===== src/rtl/dma_pack_pkg.sv =====
package dma_pack_pkg;

   typedef enum logic [3:0] {
      ST_IDLE      = 4'd0,
      ST_LOAD_LO   = 4'd1,
      ST_LOAD_HI   = 4'd2,
      ST_WRITE_BUF = 4'd3,
      ST_XFER_ARR  = 4'd4,
      ST_RD_SRC    = 4'd5,
      ST_RD_CAP    = 4'd6,
      ST_STORE_LO  = 4'd7,
      ST_STORE_HI  = 4'd8,
      ST_DONE      = 4'd9
   } dma_state_e;

   localparam logic DIR_INTO_DST = 1'b0;
   localparam logic DIR_INTO_MEM = 1'b1;
   localparam logic DST_BUFFER   = 1'b0;
   localparam logic DST_ARRAY    = 1'b1;

   // advance strobes from the sequencer to the address generator
   typedef struct packed {
      logic load;       // command taken
      logic mem_step;   // memory beat completed
      logic word_step;  // target word completed
   } dma_step_t;

endpackage


===== src/rtl/dma_seq_fsm.sv =====
module dma_seq_fsm
   import dma_pack_pkg::*;
(
   input  logic       clk,
   input  logic       rst_n,
   input  logic       cmd_valid,
   input  logic       cmd_dir,
   input  logic       cmd_dst,
   input  logic       cmd_len_zero,
   input  logic       mem_ready,
   input  logic       len_last,
   output dma_state_e state,
   output logic       dst_q,
   output dma_step_t  step
);

   dma_state_e nxt;

   always_ff @(posedge clk or negedge rst_n) begin
      if (!rst_n) begin
         state <= ST_IDLE;
         dst_q <= DST_BUFFER;
      end else begin
         state <= nxt;
         if (step.load) dst_q <= cmd_dst;
      end
   end

   always_comb begin
      nxt  = state;
      step = '0;
      case (state)
         ST_IDLE: begin
            if (cmd_valid) begin
               step.load = 1'b1;
               if (cmd_len_zero)               nxt = ST_DONE;
               else if (cmd_dir == DIR_INTO_MEM) nxt = ST_RD_SRC;
               else if (cmd_dst == DST_ARRAY)  nxt = ST_XFER_ARR;
               else                            nxt = ST_LOAD_LO;
            end
         end
         ST_LOAD_LO: begin
            if (mem_ready) begin
               step.mem_step = 1'b1;
               nxt = ST_LOAD_HI;
            end
         end
         ST_LOAD_HI: begin
            if (mem_ready) begin
               step.mem_step = 1'b1;
               nxt = ST_WRITE_BUF;
            end
         end
         ST_WRITE_BUF: begin
            step.word_step = 1'b1;
            nxt = len_last ? ST_DONE : ST_LOAD_LO;
         end
         ST_XFER_ARR: begin
            if (mem_ready) begin
               step.mem_step  = 1'b1;
               step.word_step = 1'b1;
               nxt = len_last ? ST_DONE : ST_XFER_ARR;
            end
         end
         ST_RD_SRC: nxt = ST_RD_CAP;
         ST_RD_CAP: nxt = ST_STORE_LO;
         ST_STORE_LO: begin
            if (mem_ready) begin
               step.mem_step = 1'b1;
               if (dst_q == DST_ARRAY) begin
                  step.word_step = 1'b1;
                  nxt = len_last ? ST_DONE : ST_RD_SRC;
               end else begin
                  nxt = ST_STORE_HI;
               end
            end
         end
         ST_STORE_HI: begin
            if (mem_ready) begin
               step.mem_step  = 1'b1;
               step.word_step = 1'b1;
               nxt = len_last ? ST_DONE : ST_RD_SRC;
            end
         end
         ST_DONE: nxt = ST_IDLE;
         default: nxt = ST_IDLE;
      endcase
   end

endmodule


===== src/rtl/dma_addr_gen.sv =====
module dma_addr_gen #(
   parameter int MEM_AW = 16,
   parameter int DST_AW = 8,
   parameter int LEN_W  = 8
) (
   input  logic              clk,
   input  logic              rst_n,
   input  logic              load,
   input  logic              run_sel,
   input  logic [MEM_AW-1:0] mem_start,
   input  logic [DST_AW-1:0] dst_start,
   input  logic [LEN_W-1:0]  len_start,
   input  logic              mem_step,
   input  logic              word_step,
   output logic [MEM_AW-1:0] mem_addr,
   output logic [DST_AW-1:0] buf_addr,
   output logic [DST_AW-1:0] arr_addr,
   output logic              len_last
);

   localparam int NUM_DST = 2;

   logic [DST_AW-1:0] ptr_q [NUM_DST];
   logic [LEN_W-1:0]  len_q;

   always_ff @(posedge clk or negedge rst_n) begin
      if (!rst_n)        mem_addr <= '0;
      else if (load)     mem_addr <= mem_start;
      else if (mem_step) mem_addr <= mem_addr + MEM_AW'(1);
   end

   // one pointer per target; index 0 is the buffer, index 1 the array
   for (genvar g = 0; g < NUM_DST; g++) begin : g_dst
      localparam logic SEL = (g == 1);
      always_ff @(posedge clk or negedge rst_n) begin
         if (!rst_n)                           ptr_q[g] <= '0;
         else if (load)                        ptr_q[g] <= dst_start;
         else if (word_step && run_sel == SEL) ptr_q[g] <= ptr_q[g] + DST_AW'(1);
      end
   end

   always_ff @(posedge clk or negedge rst_n) begin
      if (!rst_n)         len_q <= '0;
      else if (load)      len_q <= len_start;
      else if (word_step) len_q <= len_q - LEN_W'(1);
   end

   assign buf_addr = ptr_q[0];
   assign arr_addr = ptr_q[1];
   assign len_last = (len_q == LEN_W'(1));

endmodule


===== src/rtl/dma_pack_reg.sv =====
module dma_pack_reg #(
   parameter int HALF_W     = 32,
   parameter bit PACK_RESET = 1'b1
) (
   input  logic                clk,
   input  logic                rst_n,
   input  logic [1:0]          lane_we,
   input  logic [2*HALF_W-1:0] din,
   output logic [2*HALF_W-1:0] q
);

   // lane 0 holds the low half, lane 1 the high half
   for (genvar g = 0; g < 2; g++) begin : g_lane
      logic [HALF_W-1:0] lane_q;
      if (PACK_RESET) begin : g_rst
         always_ff @(posedge clk or negedge rst_n) begin
            if (!rst_n)          lane_q <= '0;
            else if (lane_we[g]) lane_q <= din[g*HALF_W +: HALF_W];
         end
      end else begin : g_nrst
         always_ff @(posedge clk) begin
            if (lane_we[g]) lane_q <= din[g*HALF_W +: HALF_W];
         end
      end
      assign q[g*HALF_W +: HALF_W] = lane_q;
   end

endmodule


===== src/rtl/dma_pack_ctrl.sv =====
module dma_pack_ctrl
   import dma_pack_pkg::*;
#(
   parameter int MEM_DW     = 32,
   parameter int MEM_AW     = 16,
   parameter int DST_AW     = 8,
   parameter int LEN_W      = 8,
   parameter bit PACK_RESET = 1'b1
) (
   input  logic                clk,
   input  logic                rst_n,
   input  logic                cmd_valid,
   output logic                cmd_ready,
   input  logic                cmd_dir,
   input  logic                cmd_dst,
   input  logic [MEM_AW-1:0]   cmd_mem_addr,
   input  logic [DST_AW-1:0]   cmd_dst_addr,
   input  logic [LEN_W-1:0]    cmd_len,
   output logic                done,
   output logic                mem_valid,
   input  logic                mem_ready,
   output logic                mem_we,
   output logic [MEM_AW-1:0]   mem_addr,
   output logic [MEM_DW-1:0]   mem_wdata,
   input  logic [MEM_DW-1:0]   mem_rdata,
   output logic                buf_wr_en,
   output logic                buf_rd_en,
   output logic [DST_AW-1:0]   buf_addr,
   output logic [2*MEM_DW-1:0] buf_wdata,
   input  logic [2*MEM_DW-1:0] buf_rdata,
   output logic                arr_wr_en,
   output logic                arr_rd_en,
   output logic [DST_AW-1:0]   arr_addr,
   output logic [MEM_DW-1:0]   arr_wdata,
   input  logic [MEM_DW-1:0]   arr_rdata
);

   localparam int BUF_DW = 2 * MEM_DW;

   if (MEM_DW < 8 || (MEM_DW % 8) != 0) begin : g_bad_dw
      $error("MEM_DW must be a whole number of bytes");
   end
   if (LEN_W < 1 || DST_AW < 1 || MEM_AW < 1) begin : g_bad_w
      $error("address and length widths must be at least one bit");
   end

   dma_state_e        state;
   dma_step_t         step;
   logic              dst_q;
   logic              len_last;
   logic [1:0]        lane_we;
   logic [BUF_DW-1:0] pack_din;
   logic [BUF_DW-1:0] pack_q;

   dma_seq_fsm i_fsm (
      .clk          (clk),
      .rst_n        (rst_n),
      .cmd_valid    (cmd_valid),
      .cmd_dir      (cmd_dir),
      .cmd_dst      (cmd_dst),
      .cmd_len_zero (cmd_len == '0),
      .mem_ready    (mem_ready),
      .len_last     (len_last),
      .state        (state),
      .dst_q        (dst_q),
      .step         (step)
   );

   dma_addr_gen #(
      .MEM_AW (MEM_AW),
      .DST_AW (DST_AW),
      .LEN_W  (LEN_W)
   ) i_agen (
      .clk       (clk),
      .rst_n     (rst_n),
      .load      (step.load),
      .run_sel   (dst_q),
      .mem_start (cmd_mem_addr),
      .dst_start (cmd_dst_addr),
      .len_start (cmd_len),
      .mem_step  (step.mem_step),
      .word_step (step.word_step),
      .mem_addr  (mem_addr),
      .buf_addr  (buf_addr),
      .arr_addr  (arr_addr),
      .len_last  (len_last)
   );

   // packing register lane selection per state
   always_comb begin
      lane_we  = 2'b00;
      pack_din = {mem_rdata, mem_rdata};
      case (state)
         ST_LOAD_LO: lane_we = {1'b0, mem_ready};
         ST_LOAD_HI: lane_we = {mem_ready, 1'b0};
         ST_RD_CAP: begin
            if (dst_q == DST_ARRAY) begin
               lane_we  = 2'b01;
               pack_din = {arr_rdata, arr_rdata};
            end else begin
               lane_we  = 2'b11;
               pack_din = buf_rdata;
            end
         end
         default: ;
      endcase
   end

   dma_pack_reg #(
      .HALF_W     (MEM_DW),
      .PACK_RESET (PACK_RESET)
   ) i_pack (
      .clk     (clk),
      .rst_n   (rst_n),
      .lane_we (lane_we),
      .din     (pack_din),
      .q       (pack_q)
   );

   assign cmd_ready = (state == ST_IDLE);
   assign done      = (state == ST_DONE);

   assign mem_valid = (state == ST_LOAD_LO)  || (state == ST_LOAD_HI) ||
                      (state == ST_XFER_ARR) || (state == ST_STORE_LO) ||
                      (state == ST_STORE_HI);
   assign mem_we    = (state == ST_STORE_LO) || (state == ST_STORE_HI);
   assign mem_wdata = (state == ST_STORE_HI) ? pack_q[BUF_DW-1:MEM_DW]
                                             : pack_q[MEM_DW-1:0];

   assign buf_wr_en = (state == ST_WRITE_BUF);
   assign buf_rd_en = (state == ST_RD_SRC) && (dst_q == DST_BUFFER);
   assign buf_wdata = pack_q;

   assign arr_wr_en = (state == ST_XFER_ARR) && mem_ready;
   assign arr_rd_en = (state == ST_RD_SRC) && (dst_q == DST_ARRAY);
   assign arr_wdata = mem_rdata;

endmodule


===== config.mk =====
export PLATFORM = sky130hd
export DESIGN_NAME = dma_pack_ctrl
export DESIGN_NICKNAME = d
export VERILOG_FILES = /design/src/rtl/dma_pack_pkg.sv /design/src/rtl/dma_seq_fsm.sv /design/src/rtl/dma_addr_gen.sv /design/src/rtl/dma_pack_reg.sv /design/src/rtl/dma_pack_ctrl.sv
export SDC_FILE = /design/constraint.sdc
export NUM_CORES = 1
export LEC_CHECK = 0
export ABC_AREA = 1
export BUFFER_PORTS_ARGS = -buffer_cell sky130_fd_sc_hd__buf_4
export CORE_AREA = 2 2 128 130
export CTS_CLUSTER_DIAMETER = 200
export DETAILED_ROUTE_END_ITERATION = 16
export DIE_AREA = 0 0 130 132
export PLACE_DENSITY_LB_ADDON = 0.12
export SYNTH_ARGS = -nofsm -noshare
export SYNTH_HDL_FRONTEND = slang
export SYNTH_SLANG_ARGS = --single-unit

===== constraint.sdc =====
create_clock -name clk -period 1.7 [get_ports clk]
set_input_delay 0.255 -clock clk [delete_from_list [all_inputs] [get_ports clk]]
set_output_delay 0.255 -clock clk [all_outputs]
set_load 0.1 [all_outputs]

Yosys cells after proc, flatten, opt, wreduce, memory -nomap -nowiden
Index checks and enable logic that the tools add are counted.
{"block": "op_classes", "n_addsub": 4, "eq_ne": 16, "mux": 35, "bitwise": 1, "reduce_logical": 19}
{"cell": "$mux W64", "count": 2}
{"cell": "$mux W8", "count": 6}
{"cell": "$mux W4", "count": 11}
{"cell": "$pmux W4 S9", "count": 1}
{"cell": "$mux W16", "count": 2}
{"cell": "$mux W32", "count": 1}
{"cell": "$add A16 B1 Y16 const B", "count": 1}
{"cell": "$add A8 B1 Y8 const B", "count": 2}
{"cell": "$eq A4 B3 Y1 const B", "count": 4}
{"cell": "$ne A2 B2 Y1 const B", "count": 6}
{"cell": "$eq A4 B2 Y1 const B", "count": 2}
{"cell": "$eq A4 B4 Y1 const B", "count": 2}
{"cell": "$eq A8 B1 Y1 const B", "count": 1}
{"cell": "$logic_not A8 Y1", "count": 1}
{"cell": "$reduce_bool A2 Y1", "count": 4}
{"cell": "$sub A8 B1 Y8 const B", "count": 1}
{"cell": "$mux W2", "count": 3}
{"cell": "$mux W3", "count": 2}
{"cell": "$pmux W1 S3", "count": 2}
{"cell": "$pmux W2 S3", "count": 1}
{"cell": "$reduce_and A6 Y1", "count": 1}
{"cell": "$logic_and A1 B1 Y1", "count": 5}
{"cell": "$logic_or A1 B1 Y1", "count": 5}
{"cell": "$eq A4 B1 Y1 const B", "count": 1}
{"cell": "other kinds (4)", "count": 8}
{"block": "word_totals", "ff_bits": 109, "inputBits": 166, "output_inout_bits": 168, "elab_cells": 83}

Logic depth before layout (Yosys ltp)
{"block": "depth", "word_depth": 6, "ltp_mapped": 10}

Cells and area by module
A second synthesis with hierarchy kept.
{"block": "hier_totals", "cells_unflattened": 1228, "hier_area_um2": 7767.4}
{"module": "dma_pack_reg", "instances": 1, "cells_per_inst": 272, "area_per_inst_um2": 2558.7}
{"module": "dma_addr_gen", "instances": 1, "cells_per_inst": 350, "area_per_inst_um2": 2531.2}
{"module": "dma_pack_ctrl", "instances": 1, "cells_per_inst": 520, "area_per_inst_um2": 2162.1}
{"module": "dma_seq_fsm", "instances": 1, "cells_per_inst": 86, "area_per_inst_um2": 515.5}

Worst setup path after synthesis
OpenSTA, ideal clock, no wires.
{"block": "synth_path", "path_kind": "reg-to-output", "start": "reg i_pack.g_lane[1].lane_q[2]", "end": "out mem_wdata[2]", "arrival_time_ns": 3.180, "required_time_ns": 1.445, "slack_ns": -1.735, "stages_incl_launch_ff": 3, "path_buffers": 0, "path_cell_list": "dfrtp_1 > inv_1 > o21ai_0"}
{"block": "synth_between", "elab_chain_cells": 1}
{"item": "from (decl)", "line": "dma_pack_reg.sv:14", "rtl": "logic [HALF_W-1:0] lane_q;"}
{"item": "from (signal assigned)", "line": "dma_pack_reg.sv:18", "rtl": "else if (lane_we[g]) lane_q <= din[g*HALF_W +: HALF_W];"}
{"item": "$mux W32", "line": "dma_pack_ctrl.sv:127", "rtl": "assign mem_wdata = (state == ST_STORE_HI) ? pack_q[BUF_DW-1:MEM_DW]"}
{"item": "to (decl)", "line": "dma_pack_ctrl.sv:24", "rtl": "output logic [MEM_DW-1:0] mem_wdata,"}
No other way between the ends.

Final worst setup path
{"block": "layout_path", "start": "reg i_fsm.state[3]", "end": "reg i_pack.g_lane[1].lane_q[18]"}
{"block": "layout_between", "elab_chain_cells": 2, "elab_cells_between_ends": 5}
{"item": "from (decl)", "line": "dma_seq_fsm.sv:12", "rtl": "output dma_state_e state,"}
{"item": "from (signal assigned)", "line": "dma_seq_fsm.sv:24", "rtl": "state <= nxt;"}
{"item": "$eq A4 B3 Y1 (tied with other cells)", "line": "dma_pack_ctrl.sv:93", "rtl": "case (state)"}
{"item": "$pmux W2 S3 or $mux W64 (tied branches)", "line": "dma_pack_ctrl.sv:93"}
Parallel ways exist; a longest one is shown, timed or not.
A chain may end at the register's enable or synchronous reset.

==> results.json <==
{
  "nets": 1578,
  "crit_required_ns": 1.97,
  "reg2reg_slack_ns": -0.30,
  "drc": 0,
  "r2r_end": "i_pack.g_lane[1].lane_q[18]$_DFFE_PN0P_",
  "routed-wl-met3_um": 2700,
  "holdPathStages": 3,
  "ant_nets": 0,
  "avgSynthCellArea_sq_um": 6.74,
  "synthSimpleGateAreaFrac_pct": 37.4,
  "cts-root-buf": "clkbuf_16",
  "placementRows": 46,
  "slew_headroom_pct": 56.7,
  "cts_max_level": 3,
  "yosys.area.top_type": "dfrtp_1",
  "endpoint_kind": "flip-flop",
  "rr_startpoint": "i_fsm.state[3]$_DFFE_PN0P_",
  "io_buffers": 333,
  "cts_buffer_depth": 2,
  "ios": 334,
  "clock_sinks": 109,
  "whs_endpoint": "i_agen.len_q[6]$_DFFE_PN0P_",
  "area_delta_synth_final_pct": 74.0,
  "first_pass_iters": 5,
  "clock_skew_ns": 0.00925,
  "die_y_um": 132,
  "ys_ff_latch": 109,
  "grt_pass1_wl_um": 41200,
  "num_vias": 8799,
  "syn_inst": 1041,
  "drt-met1-wl_um": 11600,
  "grtUsageTotal_pct": 30.3,
  "place_inst": 1559,
  "report.final.setup_viol": 134,
  "instances_no_fill": 1628,
  "grt_max_degree": 110,
  "grt-ovfl-total": 0,
  "gp_congestion": 0.905,
  "fin_ws_ns": -0.304,
  "max_freq_ghz": 0.499,
  "synthesis.nets": 1212,
  "ys.warnings.count": 0,
  "synth_top_cell_area_share_pct": 38.9,
  "finalWirelength_um": 30500,
  "period_minus_slack_ns": 2.00,
  "cp.arrival_ns": 2.27,
  "vias_per_cell": 5.40,
  "core_area_sq_um": 15700,
  "ff2ff_path_depth": 11,
  "place_hpwl_um": 19200,
  "numCtsBuffers": 9,
  "synth_xor_area_share_pct": 0.749,
  "min_from": "cmd_len[6]",
  "hold_violations": 0,
  "num_antenna_cells": 0,
  "dr_wl_met2_um": 14900,
  "synth_area_sq_um": 7020,
  "status": "finished, violations left",
  "synth_compound_area_share_pct": 11.6,
  "start_util_pct": 44.7,
  "period_share_pct": 118,
  "synth.area.mux_share_pct": 0,
  "maxCapViolCount": 0,
  "cp_max_fo": 12,
  "synthAdderAreaFrac_pct": 0.892,
  "routed.top_layer": "met4",
  "drive_gt1_share_pct": 43.2,
  "violations": "negative setup slack",
  "drt-initial-drc-count": 736,
  "grt_setup_unrepaired": "true",
  "clock_latency_ns": 0.36,
  "grt_pass1_vias": 7867,
  "ys_types": 33,
  "worst_hold_path_type": "in -> reg",
  "tightestPinTransition_ns": 0.649,
  "ys_seq_area_share_pct": 38.9,
  "start_kind": "flip-flop",
  "die_w_um": 130,
  "slew_viol_final": 0,
  "layout_common_cells": "nand2_1 (390), buf_4 (335), nand3_1 (71), nor2_1 (71), dfrtp_1 (67)",
  "layout_commonest_cell": "nand2_1",
  "synth_top_family_by_area": "simple AND/OR/NAND/NOR gates",
  "wl_per_cell_um": 18.8,
  "antenna_found_initial": 0,
  "dieArea_sq_um": 17200,
  "synth.area.top_cells": "dfrtp_1 (39%), nand2_1 (24%), nand3_1 (5.3%), nor2_1 (4.2%), buf_4 (4.2%)",
  "cts_tree": "built",
  "crit_type": "reg -> reg",
  "clkTransAtPathRegs_ns": 0.08,
  "fin_util_pct": 77.7
}
state kept, by name, indices dropped and copies added, names as in the netlist:
name,cells
i_agen.len_q,8
i_agen.buf_addr,8
i_fsm.state,4
i_pack.g_lane.lane_q,64
i_fsm.dst_q,1
i_agen.arr_addr,8
i_agen.mem_addr,16
synth_stat cells:
library cell,n
xnor2_1,3
dfrtp_1,109
buf_6,1
inv_1,58
nand2_1,454
nand3_4,1
nand3b_1,1
nand4_1,12
nor3_1,3
nand3_1,74
xor2_1,3
a21oi_1,4
a22oi_1,1
nor2_2,4
o22ai_1,1
nor2_1,79
o21a_1,1
inv_2,7
buf_2,32
o21ai_1,27
a31oi_1,37
o211ai_1,15
ha_1,5
o21ai_0,36
buf_1,3
o21bai_1,5
buf_4,39
or2_2,3
nand2_4,3
clkbuf_1,4
nor2_4,3
nand2_2,4
o22a_1,9
layout make-up:
cell class	count	area (sq um)
Timing Repair Buffer	431	4330
Multi-Input combinational cell	789	4220
Fill cell	1115	3500
Sequential cell	109	2790
Inverter	65	288
Tap cell	216	270
Clock buffer	12	246
Clock inverter	4	47.5
Timing Repair inverter	2	17.5
metal layers:
layer	vias to the layer above	track usage, %
li1	4068	-
met1	4145	37.9
met2	497	51.8
met3	89	5.80
met4	0	11.1
met5	-	0
cells by family after synthesis:
logic type,after synthesis
and+or+nand+nor,641
buffers and inverters,144
AOI/OAI and AO/OA,136
DFF,109
xor gates and xnor gates,6
adders and majority gates,5
how the worst max path moves through the flow:
stage / startpoint / endpoint / slack [ns] / cells past startpoint
after floorplan: i_pack.g_lane[1].lane_q[2]$_DFFE_PN0P_ / mem_wdata[2] / -0.28 / 2
after global placement: i_fsm.state[3]$_DFFE_PN0P_ / mem_valid / -0.06 / 8
after detailed placement: i_fsm.state[3]$_DFFE_PN0P_ / mem_valid / -0.08 / 8
after CTS: i_fsm.state[1]$_DFFE_PN0P_ / mem_wdata[7] / -0.25 / 7
after global routing: i_fsm.state[3]$_DFFE_PN0P_ / i_pack.g_lane[1].lane_q[18]$_DFFE_PN0P_ / -0.35 / 11
final: i_fsm.state[3]$_DFFE_PN0P_ / i_pack.g_lane[1].lane_q[18]$_DFFE_PN0P_ / -0.30 / 11
worst max-delay path, cell delays in order, from the launching register on:
cell,delay [ns]
dfrtp_2,0.43
buf_4,0.15
nor2_4,0.14
buf_6,0.13
buf_4,0.11
buf_4,0.09
nand4_1,0.14
nand2_4,0.17
buf_8,0.16
buf_12,0.11
inv_6,0.06
o211ai_1,0.20
through the flow:
| stage | setup TNS [ns] | instance area [sq um] | hold WS (ns) | worst slack (ns) |
|---|---|---|---|---|
| CTS | -9.53 | 11400 | 0.00649 | -0.253 |
| finish | -23.24 | 12200 | 0.122 | -0.304 |
| global placement | -0.0899 | 10300 | 0.387 | -0.0567 |
| detailed placement | -0.847 | 10300 | 0.388 | -0.0826 |
| floorplan | -2.03 | 7500 | -0.0406 | -0.278 |
| global route | -31.78 | 12200 | 0.131 | -0.348 |
what timing repair did:
action / CTS / global route
pin swaps: 13 / 19
hold buffers: 0 / 1
endpoints found under the setup margin: 71 / 146
endpoints found under the hold margin: 0 / 1
setup buffers: 12 / 17
gates resized for setup: 169 / 63
gates cloned: 3 / 20
Power is left out: the tool's default activity adds up to more than one toggle a clock period on the data nets, which glitch-free logic cannot reach.
